**config.mk**
```make
export PLATFORM = sky130hd
export DESIGN_NAME = bytewide_dram_ctrl
export DESIGN_NICKNAME = d
export VERILOG_FILES = /design/src/rtl/mdram_pkg.sv /design/src/rtl/mdram_addr_mux.sv /design/src/rtl/mdram_refresh.sv /design/src/rtl/mdram_seq.sv /design/src/rtl/bytewide_dram_ctrl.sv
export SDC_FILE = /design/constraint.sdc
export NUM_CORES = 1
export LEC_CHECK = 0
export ABC_AREA = 0
export BUFFER_PORTS_ARGS = -buffer_cell sky130_fd_sc_hd__buf_2
export CAP_MARGIN = 20
export CORE_ASPECT_RATIO = 1.75
export CORE_MARGIN = 1
export CORE_UTILIZATION = 57
export CTS_CLUSTER_SIZE = 8
export DETAILED_ROUTE_END_ITERATION = 12
export PLACE_DENSITY = 0.92
export SLEW_MARGIN = 10
export SYNTH_ARGS = -nofsm -noshare
export SYNTH_HDL_FRONTEND = slang
export SYNTH_SLANG_ARGS = --single-unit
```
**constraint.sdc**
```tcl
create_clock -name clk -period 3 [get_ports clk]
set_clock_uncertainty 0.1 [all_clocks]
set_input_delay 0 -clock clk [delete_from_list [all_inputs] [get_ports clk]]
set_output_delay 0 -clock clk [all_outputs]
set_load 0.005 [all_outputs]
```
**src/rtl/mdram_pkg.sv**
```systemverilog
package mdram_pkg;

   // Sequencer states: access path, refresh path, shared precharge
   typedef enum logic [2:0] {
      SQ_IDLE,
      SQ_ASET,
      SQ_AROW,
      SQ_ACOL,
      SQ_ACAS,
      SQ_RSET,
      SQ_RHOLD,
      SQ_PRE
   } sq_state_t;

   // Source placed on the shared address pins
   typedef enum logic [1:0] {
      AM_ROW,
      AM_COL,
      AM_RFR
   } amux_sel_t;

endpackage

```
**src/rtl/mdram_addr_mux.sv**
```systemverilog
module mdram_addr_mux
   import mdram_pkg::*;
#(
   parameter int ADDR_W   = 16,
   parameter int MUX_W    = 8,
   parameter bit ROW_HIGH = 1'b1
) (
   input  amux_sel_t          sel,
   input  logic [ADDR_W-1:0]  acc_addr,
   input  logic [MUX_W-1:0]   rfr_row,
   output logic [MUX_W-1:0]   mux_a
);

   logic [MUX_W-1:0] row_part;
   logic [MUX_W-1:0] col_part;

   generate
      if (ADDR_W != 2 * MUX_W) begin : g_bad_split
         $error("mdram_addr_mux: ADDR_W must be twice MUX_W");
      end

      if (ROW_HIGH) begin : g_row_upper
         assign row_part = acc_addr[ADDR_W-1 -: MUX_W];
         assign col_part = acc_addr[MUX_W-1:0];
      end else begin : g_row_lower
         assign row_part = acc_addr[MUX_W-1:0];
         assign col_part = acc_addr[ADDR_W-1 -: MUX_W];
      end
   endgenerate

   always_comb begin
      case (sel)
         AM_COL:  mux_a = col_part;
         AM_RFR:  mux_a = rfr_row;
         default: mux_a = row_part;
      endcase
   end

endmodule

```
**src/rtl/mdram_refresh.sv**
```systemverilog
module mdram_refresh #(
   parameter int INTERVAL = 120,
   parameter int ROW_W    = 8,
   parameter int INIT_CNT = 8
) (
   input  logic             clk,
   input  logic             rst_n,
   input  logic             rfr_start,
   input  logic             rfr_done,
   output logic             rfr_need,
   output logic [ROW_W-1:0] rfr_row,
   output logic             init_done
);

   localparam int TW = $clog2(INTERVAL);
   localparam int IW = $clog2(INIT_CNT + 1);

   generate
      if (INTERVAL < 2) begin : g_bad_interval
         $error("mdram_refresh: INTERVAL must be at least 2");
      end
      if (INIT_CNT < 1) begin : g_bad_init
         $error("mdram_refresh: INIT_CNT must be at least 1");
      end
   endgenerate

   logic [TW-1:0] tmr;
   logic          due_q;
   logic [IW-1:0] init_cnt;
   logic          tick;

   assign tick      = (tmr == TW'(INTERVAL - 1));
   assign init_done = (init_cnt == IW'(INIT_CNT));
   assign rfr_need  = due_q || !init_done;

   always_ff @(posedge clk) begin
      if (!rst_n) begin
         tmr      <= '0;
         due_q    <= 1'b0;
         init_cnt <= '0;
         rfr_row  <= '0;
      end else begin
         tmr <= tick ? '0 : tmr + 1'b1;
         if (tick)
            due_q <= 1'b1;
         else if (rfr_start)
            due_q <= 1'b0;
         if (rfr_done) begin
            rfr_row <= rfr_row + 1'b1;
            if (!init_done)
               init_cnt <= init_cnt + 1'b1;
         end
      end
   end

   // each completed refresh moves to the next row, wrapping at the top
   a_r7_row_advance: assert property (@(posedge clk) disable iff (!rst_n)
      rfr_done |=> rfr_row == $past(rfr_row) + 1'b1);

endmodule

```
**src/rtl/mdram_seq.sv**
```systemverilog
module mdram_seq
   import mdram_pkg::*;
#(
   parameter int ADDR_W   = 16,
   parameter int DATA_W   = 8,
   parameter int ROW_CLKS = 2,
   parameter int CAS_CLKS = 2,
   parameter int RAS_CLKS = 3,
   parameter int PRE_CLKS = 2
) (
   input  logic              clk,
   input  logic              rst_n,
   input  logic              rfr_need,
   input  logic              cpu_req,
   input  logic              cpu_we,
   input  logic [ADDR_W-1:0] cpu_addr,
   input  logic [DATA_W-1:0] cpu_wdata,
   input  logic [DATA_W-1:0] dq_in,
   output logic              row_stb_n,
   output logic              col_stb_n,
   output logic              we_n,
   output logic              dq_oe,
   output logic [DATA_W-1:0] dq_out,
   output amux_sel_t         sel,
   output logic [ADDR_W-1:0] acc_addr,
   output logic              ready,
   output logic [DATA_W-1:0] rdata,
   output logic              rfr_start,
   output logic              rfr_done
);

   localparam int MAX_AB = (ROW_CLKS > CAS_CLKS) ? ROW_CLKS : CAS_CLKS;
   localparam int MAX_CD = (RAS_CLKS > PRE_CLKS) ? RAS_CLKS : PRE_CLKS;
   localparam int MAXC   = (MAX_AB > MAX_CD) ? MAX_AB : MAX_CD;
   localparam int CW     = $clog2(MAXC + 1);
   localparam int HW     = $clog2(PRE_CLKS + 1) + 1;

   generate
      if (ROW_CLKS < 1 || CAS_CLKS < 1 || RAS_CLKS < 1 || PRE_CLKS < 1) begin : g_bad_timing
         $error("mdram_seq: every timing parameter must be at least 1");
      end
   endgenerate

   sq_state_t         state;
   logic [CW-1:0]     cnt;
   logic              acc_we;
   logic [DATA_W-1:0] acc_wdata;
   logic              rdy_q;
   logic              last;

   assign last = (cnt == '0);

   always_ff @(posedge clk) begin
      if (!rst_n) begin
         state     <= SQ_IDLE;
         cnt       <= '0;
         acc_we    <= 1'b0;
         acc_addr  <= '0;
         acc_wdata <= '0;
         rdata     <= '0;
         rdy_q     <= 1'b0;
      end else begin
         rdy_q <= 1'b0;
         case (state)
            SQ_IDLE: begin
               if (rfr_need) begin
                  state <= SQ_RSET;
               end else if (cpu_req) begin
                  state     <= SQ_ASET;
                  acc_we    <= cpu_we;
                  acc_addr  <= cpu_addr;
                  acc_wdata <= cpu_wdata;
               end
            end
            SQ_ASET: begin
               state <= SQ_AROW;
               cnt   <= CW'(ROW_CLKS - 1);
            end
            SQ_AROW: begin
               if (last) state <= SQ_ACOL;
               else      cnt   <= cnt - 1'b1;
            end
            SQ_ACOL: begin
               state <= SQ_ACAS;
               cnt   <= CW'(CAS_CLKS - 1);
            end
            SQ_ACAS: begin
               if (last) begin
                  state <= SQ_PRE;
                  cnt   <= CW'(PRE_CLKS - 1);
                  rdy_q <= 1'b1;
                  if (!acc_we) rdata <= dq_in;
               end else begin
                  cnt <= cnt - 1'b1;
               end
            end
            SQ_RSET: begin
               state <= SQ_RHOLD;
               cnt   <= CW'(RAS_CLKS - 1);
            end
            SQ_RHOLD: begin
               if (last) begin
                  state <= SQ_PRE;
                  cnt   <= CW'(PRE_CLKS - 1);
               end else begin
                  cnt <= cnt - 1'b1;
               end
            end
            SQ_PRE: begin
               if (last) state <= SQ_IDLE;
               else      cnt   <= cnt - 1'b1;
            end
            default: state <= SQ_IDLE;
         endcase
      end
   end

   always_comb begin
      row_stb_n = !(state inside {SQ_AROW, SQ_ACOL, SQ_ACAS, SQ_RHOLD});
      col_stb_n = (state != SQ_ACAS);
      dq_oe     = acc_we && (state inside {SQ_ACOL, SQ_ACAS});
      we_n      = !dq_oe;
      dq_out    = acc_wdata;
      ready     = rdy_q;
      rfr_start = (state == SQ_IDLE) && rfr_need;
      rfr_done  = (state == SQ_RHOLD) && last;
      if (state inside {SQ_RSET, SQ_RHOLD})
         sel = AM_RFR;
      else if (state inside {SQ_ACOL, SQ_ACAS})
         sel = AM_COL;
      else
         sel = AM_ROW;
   end

   // Run length of the row strobe being high, saturating at PRE_CLKS
   logic [HW-1:0] hi_run;
   always_ff @(posedge clk) begin
      if (!rst_n)
         hi_run <= HW'(PRE_CLKS);
      else if (!row_stb_n)
         hi_run <= '0;
      else if (hi_run < HW'(PRE_CLKS))
         hi_run <= hi_run + 1'b1;
   end

   // the row strobe only falls after a full precharge
   a_r10_precharge: assert property (@(posedge clk) disable iff (!rst_n)
      $fell(row_stb_n) |-> hi_run >= HW'(PRE_CLKS));

   // the column strobe falls only inside an open row
   a_r3_col_in_row: assert property (@(posedge clk) disable iff (!rst_n)
      $fell(col_stb_n) |-> !row_stb_n && $past(!row_stb_n));

   // write enable and data are set up before the column strobe falls
   a_r4_write_setup: assert property (@(posedge clk) disable iff (!rst_n)
      ($fell(col_stb_n) && !we_n) |-> $past(!we_n) && $past(dq_oe));

   // ready is a single-clock pulse
   a_r11_ready_pulse: assert property (@(posedge clk) disable iff (!rst_n)
      ready |=> !ready);

endmodule

```
**src/rtl/bytewide_dram_ctrl.sv**
```systemverilog
module bytewide_dram_ctrl
   import mdram_pkg::*;
#(
   parameter int ADDR_W       = 16,
   parameter int DATA_W       = 8,
   parameter bit ROW_HIGH     = 1'b1,
   parameter int ROW_CLKS     = 2,
   parameter int CAS_CLKS     = 2,
   parameter int RAS_CLKS     = 3,
   parameter int PRE_CLKS     = 2,
   parameter int REF_INTERVAL = 120,
   parameter int INIT_REFRESH = 8
) (
   input  logic              clk,
   input  logic              rst_n,
   input  logic              cpu_req,
   input  logic              cpu_we,
   input  logic [15:0]       cpu_addr,
   input  logic [7:0]        cpu_wdata,
   output logic              cpu_ready,
   output logic [7:0]        cpu_rdata,
   output logic [7:0]        mem_a,
   output logic              mem_row_stb_n,
   output logic              mem_col_stb_n,
   output logic              mem_we_n,
   output logic [7:0]        mem_dq_out,
   output logic              mem_dq_oe,
   input  logic [7:0]        mem_dq_in
);

   localparam int MUX_W = ADDR_W / 2;

   generate
      if (ADDR_W != 16 || DATA_W != 8) begin : g_bad_port_w
         $error("bytewide_dram_ctrl: ports are sized for a 16-bit address and 8-bit data");
      end
   endgenerate

   amux_sel_t         sel;
   logic [ADDR_W-1:0] acc_addr;
   logic [MUX_W-1:0]  rfr_row;
   logic              rfr_need;
   logic              rfr_start;
   logic              rfr_done;
   logic              init_done;

   mdram_refresh #(
      .INTERVAL (REF_INTERVAL),
      .ROW_W    (MUX_W),
      .INIT_CNT (INIT_REFRESH)
   ) u_refresh (
      .clk       (clk),
      .rst_n     (rst_n),
      .rfr_start (rfr_start),
      .rfr_done  (rfr_done),
      .rfr_need  (rfr_need),
      .rfr_row   (rfr_row),
      .init_done (init_done)
   );

   mdram_seq #(
      .ADDR_W   (ADDR_W),
      .DATA_W   (DATA_W),
      .ROW_CLKS (ROW_CLKS),
      .CAS_CLKS (CAS_CLKS),
      .RAS_CLKS (RAS_CLKS),
      .PRE_CLKS (PRE_CLKS)
   ) u_seq (
      .clk       (clk),
      .rst_n     (rst_n),
      .rfr_need  (rfr_need),
      .cpu_req   (cpu_req),
      .cpu_we    (cpu_we),
      .cpu_addr  (cpu_addr),
      .cpu_wdata (cpu_wdata),
      .dq_in     (mem_dq_in),
      .row_stb_n (mem_row_stb_n),
      .col_stb_n (mem_col_stb_n),
      .we_n      (mem_we_n),
      .dq_oe     (mem_dq_oe),
      .dq_out    (mem_dq_out),
      .sel       (sel),
      .acc_addr  (acc_addr),
      .ready     (cpu_ready),
      .rdata     (cpu_rdata),
      .rfr_start (rfr_start),
      .rfr_done  (rfr_done)
   );

   mdram_addr_mux #(
      .ADDR_W   (ADDR_W),
      .MUX_W    (MUX_W),
      .ROW_HIGH (ROW_HIGH)
   ) u_mux (
      .sel      (sel),
      .acc_addr (acc_addr),
      .rfr_row  (rfr_row),
      .mux_a    (mem_a)
   );

   // no column strobe before the start-up refresh burst is complete
   a_r2_init_burst: assert property (@(posedge clk) disable iff (!rst_n)
      !init_done |-> mem_col_stb_n);

   // the address pins hold still across every row strobe fall
   a_r3_row_setup: assert property (@(posedge clk) disable iff (!rst_n)
      $fell(mem_row_stb_n) |-> $stable(mem_a));

endmodule

```
Yosys cells after proc, flatten, opt, wreduce, memory -nomap -nowiden
Cells that the tools add are included.
W data, S select, Z words.

storage, ports and cells
  register bits after elaboration = 59
  input port bits = 36
  word-level logic and storage cells = 75

cells by class
  add/subtract/negate cells = 4
  equal/unequal tests = 17
  multiplexer cells = 15
  bitwise gates (word level) = 4
  reduce and logical (&&, ||, !) cells = 24

operators with widths
  cell                   count
  $pmux W3 S7            1
  $pmux W8 S2            1
  $mux W3                5
  $eq A3 B3 Y1 const B   4
  $add A8 B1 Y8 const B  1
  $pmux W2 S4            1
  $reduce_bool A4 Y1     2
  $reduce_or A2 Y1       4
  $add A7 B1 Y7 const B  1
  $eq A7 B7 Y1 const B   1
  $eq A3 B2 Y1 const B   2
  $mux W2                3
  $ne A2 B1 Y1 const B   3
  $reduce_and A2 Y1      3
  $reduce_and A3 Y1      2
  $reduce_bool A2 Y1     3
  $add A4 B1 Y4 const B  1
  $eq A4 B4 Y1 const B   1
  $mux W1                4
  $not A1 Y1             4
  $reduce_and A4 Y1      1
  $eq A3 B1 Y1 const B   1
  $logic_and A1 B1 Y1    3
  $logic_not A1 Y1       3
  9 further kinds        9

Longest topological paths before layout
  depth after elaboration = 6
  depth in mapped cells = 7
  gate-level depth less buffers = 6

Cells and area by module
Synthesis repeated with hierarchy kept, for this count alone.

second synthesis, totals
  cell total of the unflattened synthesis = 333
  area total of the unflattened synthesis = 2,687.6 um^2

modules (own cells, without submodules)
  module          instances  cells each  area each (um^2)
  mdram_seq       1          206         1,632.8
  mdram_refresh   1          96          862.1
  mdram_addr_mux  1          31          192.7

Least setup slack after synthesis
No wires, ideal clock.

  path kind = register to register
  start = register u_seq.cnt[0]
  end = register u_refresh.rfr_row[7]
  library setup time = 0.116 ns
  data arrival time = 1.403 ns
  setup slack = 1.381 ns
  cell stages (with the launch flop) = 8
  buffers on the path = 1
  clock period less this slack = 1.619 ns
  cell sequence = dfxtp_1 -> inv_1 -> ha_1 -> buf_4 -> nand4b_4 -> nor4_4 -> xnor2_1 -> nor2b_1

on the way
  word-level cells in the longest chain between the ends = 2

ends and longest elaborated chain
  what                      RTL line             source
  start: declaration        mdram_seq.sv:45      logic [CW-1:0] cnt;
  start signal: assignment  mdram_seq.sv:77      cnt <= CW'(ROW_CLKS - 1);
  start signal: assignment  mdram_seq.sv:81      else cnt <= cnt - 1'b1;
  start signal: assignment  mdram_seq.sv:85      cnt <= CW'(CAS_CLKS - 1);
  $logic_not A2 Y1          mdram_seq.sv:51      assign last = (cnt == '0);
  via u_seq.last            mdram_seq.sv:49      logic last;
  $logic_and A1 B1 Y1       mdram_seq.sv:126     rfr_done = (state == SQ_RHOLD) && last;
  end signal: assignment    mdram_refresh.sv:49  rfr_row <= rfr_row + 1'b1;
  end: declaration          mdram_refresh.sv:11  output logic [ROW_W-1:0] rfr_row,

The timed path passes the listed nets, and every way through them passes these cells.
A chain may end at the register's enable or synchronous reset.

Worst setup path in the final report
  start = register u_seq.state[1]
  end = output mem_a[3]

on the way
  word-level cells in the longest chain between the ends = 6
  elaborated cells on any way between the ends = 11
  classes of those cells = eq/ne (6); mux (3); reduce/logical (2)

ends and longest elaborated chain
  what                                                 RTL line                  source
  start: declaration                                   mdram_seq.sv:44           sq_state_t state;
  start signal: assignment                             mdram_seq.sv:55           state <= SQ_IDLE;
  start signal: assignment                             mdram_seq.sv:67           state <= SQ_RSET;
  start signal: assignment                             mdram_seq.sv:69           state <= SQ_ASET;
  $eq A3 B2 Y1 / $eq A3 B3 Y1 (equally long branches)  mdram_seq.sv:129          else if (state inside {SQ_ACOL, SQ_ACAS})
  $reduce_bool A2 Y1                                   mdram_seq.sv:129
  $mux W1                                              mdram_seq.sv:129
  $mux W2 *                                            mdram_seq.sv:127          if (state inside {SQ_RSET, SQ_RHOLD})
  $eq A2 B2 Y1 / $eq A2 B1 Y1 (equally long branches)  mdram_addr_mux.sv:32      case (sel)
  $pmux W8 S2 *                                        mdram_addr_mux.sv:32
  end: declaration                                     bytewide_dram_ctrl.sv:22  output logic [7:0] mem_a,

Every way passes the cells marked *; elsewhere a longest branch is shown, timed or not.

==> summary.txt <==
========================================================================================
Outcome                                                                     finished, final reports clean
Placeable Area                                                               0.00467 mm²
Global Route Usage Sum                                                             33.6%
Post-route fraction of the period consumed by the critical path                    80.6%
Count of endpoints failing hold in the final timing report                             0
Largest net degree at the start of global routing                                     62
Wire length per cell                                                             16.2 µm
Critical Setup Path Class                                                        reg2out
Number of antenna repair diodes                                                        0
Crit start category                                                             register
Net Sw Power                                                                      875 µW
Wire length of the first global-routing pass                                     12.3 mm
Arrival time of the worst setup path                                             2.32 ns
Internal power of the cells                                                      1740 µW
Initial cell density of the core                                                   58.9%
Port Buffers                                                                          64
Top library cells by usage in the layout, fill and taps aside               64 x sky130_fd_sc_hd__buf_2, 59 x sky130_fd_sc_hd__dfxtp_1, 41 x sky130_fd_sc_hd__nand2_1, 34 x sky130_fd_sc_hd__dlygate4sd3_1, 32 x sky130_fd_sc_hd__nand3_1
Data required time at the worst endpoint                                         2.90 ns
Fraction of final layout cells with drive strength greater than 1                  23.0%
Mapped Nets                                                                          358
Critical Path End                                                               mem_a[3]
Vias                                                                                2651
Number of search-and-repair iterations in the first detailed-routing pass              4
Max Cap Viol                                                                           0
Clock insertion delay at the later pin of the skew report                        0.35 ns
Number of slew-limit violations in the final report                                    0
Overall die width                                                                54.5 µm
Cell type contributing the most total cell area after synthesis             sky130_fd_sc_hd__dfxtp_1
Top-area cell type share of the netlist area                                       42.9%
Achievable Freq                                                                  414 MHz
Mapped cell area                                                             0.00275 mm²
Count of routing violations after the opening detailed-route iteration               118
Power density over cell area                                                  719 mW/mm²
FF-to-FF setup slack                                                             0.91 ns
Count of final setup violators                                                         0
Switch share                                                                       33.5%
Number of global-route vias before repair                                           2716
# Post-CTS Setup Buffers                                                               0
Filler cells                                                                         291
CTS sink cnt                                                                          59
TritonCTS clock tree                                                                done
RePlAce Congestion                                                                 0.843
TritonCTS Buffers                                                                      9
Top area cells in the synthesized netlist                                   sky130_fd_sc_hd__dfxtp_1 43%, sky130_fd_sc_hd__nand3_1 5.8%, sky130_fd_sc_hd__nand2_1 5.6%
Register share of total power                                                      36.0%
Register clock-pin slew on the reported worst setup and hold paths               0.07 ns
Clk Tree Root Cell                                                          sky130_fd_sc_hd__clkbuf_8
Post-Route Hold Slack                                                           0.244 ns
Combined area of the multi-input logic cells                                 0.00142 mm²
Logic gate share of total power                                                    32.1%
Non-Filler Instances                                                                 465
IO Count                                                                              65
Timing startpoint of the critical path                                      u_seq.state[1]
Number of cell rows                                                                   33
Fin crit period                                                                  2.42 ns
Worst rel slew slack                                                               38.2%
Transition time of the tightest slew-check pin                                  0.927 ns
Reg2Reg Launch Point                                                        u_seq.cnt[0]
Number of antenna violations at the first check in global routing                      0
Register area                                                                0.00118 mm²
Post-synth EDFFs                                                                       0
Drt total wl                                                                     7.55 mm
Yosys reg bits                                                                        59
Share of flip-flops with an asynchronous set or reset                                 0%
Die H                                                                            93.9 µm
Min-delay worst type                                                              in2reg
Seq/Total Area, Yosys                                                              42.9%
HPWL after DPL                                                                   4.06 mm
Portion of total power attributed to the clock network                             31.9%
Most common library cell in the layout ignoring fill and taps               sky130_fd_sc_hd__buf_2
Static leakage                                                                0.00154 µW
Utilization after layout                                                           77.9%
Post-route DRC                                                                         0
Vias per std cell                                                                   5.70
Htree depth                                                                            3
Setup TNS                                                                           0 ns
Final global-route overflow total                                                      0
Max Root-Sink Buffers                                                                  2
Number of cells in the design after placement                                        415
Final-stage net count                                                                450
Growth of design area from synthesis to finish                                     32.2%
Critical register-to-register path endpoint                                 u_seq.rdata[2]
Post-synth top flop                                                         sky130_fd_sc_hd__dfxtp_1
Setup repair after global routing missed its margin                                   no
Synthesized instance count                                                           316
Synthesis Warnings                                                                     0
Worst-case vdd ir drop                                                        0.000644 V
Setup crit end kind                                                         primary output
Die area                                                                     0.00512 mm²
Remaining number of nets flagged by the antenna check after routing                    0
Worst Path Max Fanout                                                                 15
Depth of the worst register-to-register path                                           6
Number of distinct library cells after synthesis                                      45
Mean cell area of the mapped netlist                                            8.70 µm²
========================================================================================
## how the worst min path moves through the flow
stage | start | endpoint | slack, ns | cells after the start
after detailed placement | cpu_addr[2] | u_seq.acc_addr[2] | 0.15 | 3
after global routing | rst_n | u_seq.acc_addr[6] | 0.30 | 3
after floorplan | cpu_addr[15] | u_seq.acc_addr[15] | 0.03 | 2
after global placement | cpu_addr[6] | u_seq.acc_addr[6] | 0.14 | 3
after CTS | rst_n | u_seq.acc_addr[3] | 0.22 | 3
final | rst_n | u_seq.acc_addr[6] | 0.24 | 3
## what timing repair did
action	CTS	global route
hold buffers	34	0
hold endpoints to repair	34	0
resized for setup	0	0
## power groups by stage
| stage | clock [µW] | combinational, µW | sequential, µW |
|---|---|---|---|
| 2_1_floorplan | 0 | 604 | 905 |
| 3_3_place_gp | 0 | 746 | 945 |
| 3_5_place_dp | 0 | 765 | 951 |
| 5_1_grt | 869 | 917 | 950 |
| 4_1_cts | 834 | 810 | 934 |
| 6_report | 835 | 839 | 941 |
## metrics by stage
stage	power (µW)	setup slack (ns)	cell area, µm²
2_1_floorplan	1510	1.38	2750
3_3_place_gp	1690	1.07	3070
3_5_place_dp	1720	0.983	3070
4_1_cts	2580	0.645	3640
5_1_grt	2740	0.442	3640
6_report	2610	0.582	3640
## state kept, by name, summed over array words and instances (netlist names), 2 cells and up
register / count
u_refresh.init_cnt: 4
u_refresh.rfr_row: 8
u_refresh.tmr: 7
u_seq.acc_addr: 16
u_seq.cnt: 2
u_seq.dq_out: 8
u_seq.rdata: 8
u_seq.state: 3
## cell usage after synthesis (5+ instances only)
library cell,instances
sky130_fd_sc_hd__dfxtp_1,59
sky130_fd_sc_hd__nand2_1,41
sky130_fd_sc_hd__nand3_1,32
sky130_fd_sc_hd__o21ai_0,27
sky130_fd_sc_hd__a21oi_1,12
sky130_fd_sc_hd__and2_1,12
sky130_fd_sc_hd__inv_1,12
sky130_fd_sc_hd__nor2b_1,12
sky130_fd_sc_hd__clkbuf_1,11
sky130_fd_sc_hd__mux2i_1,10
sky130_fd_sc_hd__xnor2_1,9
sky130_fd_sc_hd__o22ai_1,8
sky130_fd_sc_hd__nor2_1,7
sky130_fd_sc_hd__xor2_1,7
sky130_fd_sc_hd__ha_1,6
sky130_fd_sc_hd__nand4_1,5
## layout make-up
type	instances	share of cell area [%]
Multi-Input combinational cell	223	39.1
Timing Repair Buffer	102	19.0
Clock buffer	12	4.27
Clock inverter	4	2.00
Sequential cell	59	32.5
Tap cell	52	1.79
Inverter	13	1.34
## cell families (layout without fill, tap and decap cells)
family	count (synthesis)	count (layout)	share of synthesized area, %
xor+xnor	17	17	6.10
simple gates	130	130	26.4
mux	10	10	3.64
flops	59	59	42.9
buf+inv	34	131	5.32
compound gates	59	59	12.4
fa+ha+maj	7	7	3.14
## critical path: stages (launching register included)
cell and delay [ns]:
sky130_fd_sc_hd__dfxtp_1 0.74, sky130_fd_sc_hd__nand2_1 0.39, sky130_fd_sc_hd__xnor2_4 0.33, sky130_fd_sc_hd__o22ai_1 0.15
sky130_fd_sc_hd__a21oi_1 0.20, sky130_fd_sc_hd__buf_2 0.15
## per-layer routing
layer / wire length [µm] / track usage [%]
met2: 4120 / 55.3
met1: 2590 / 35.2
met4: 457 / 22.2
met5: 0 / 0
met3: 383 / 9.22
Note: power is estimated with default switching activity, not from simulation.
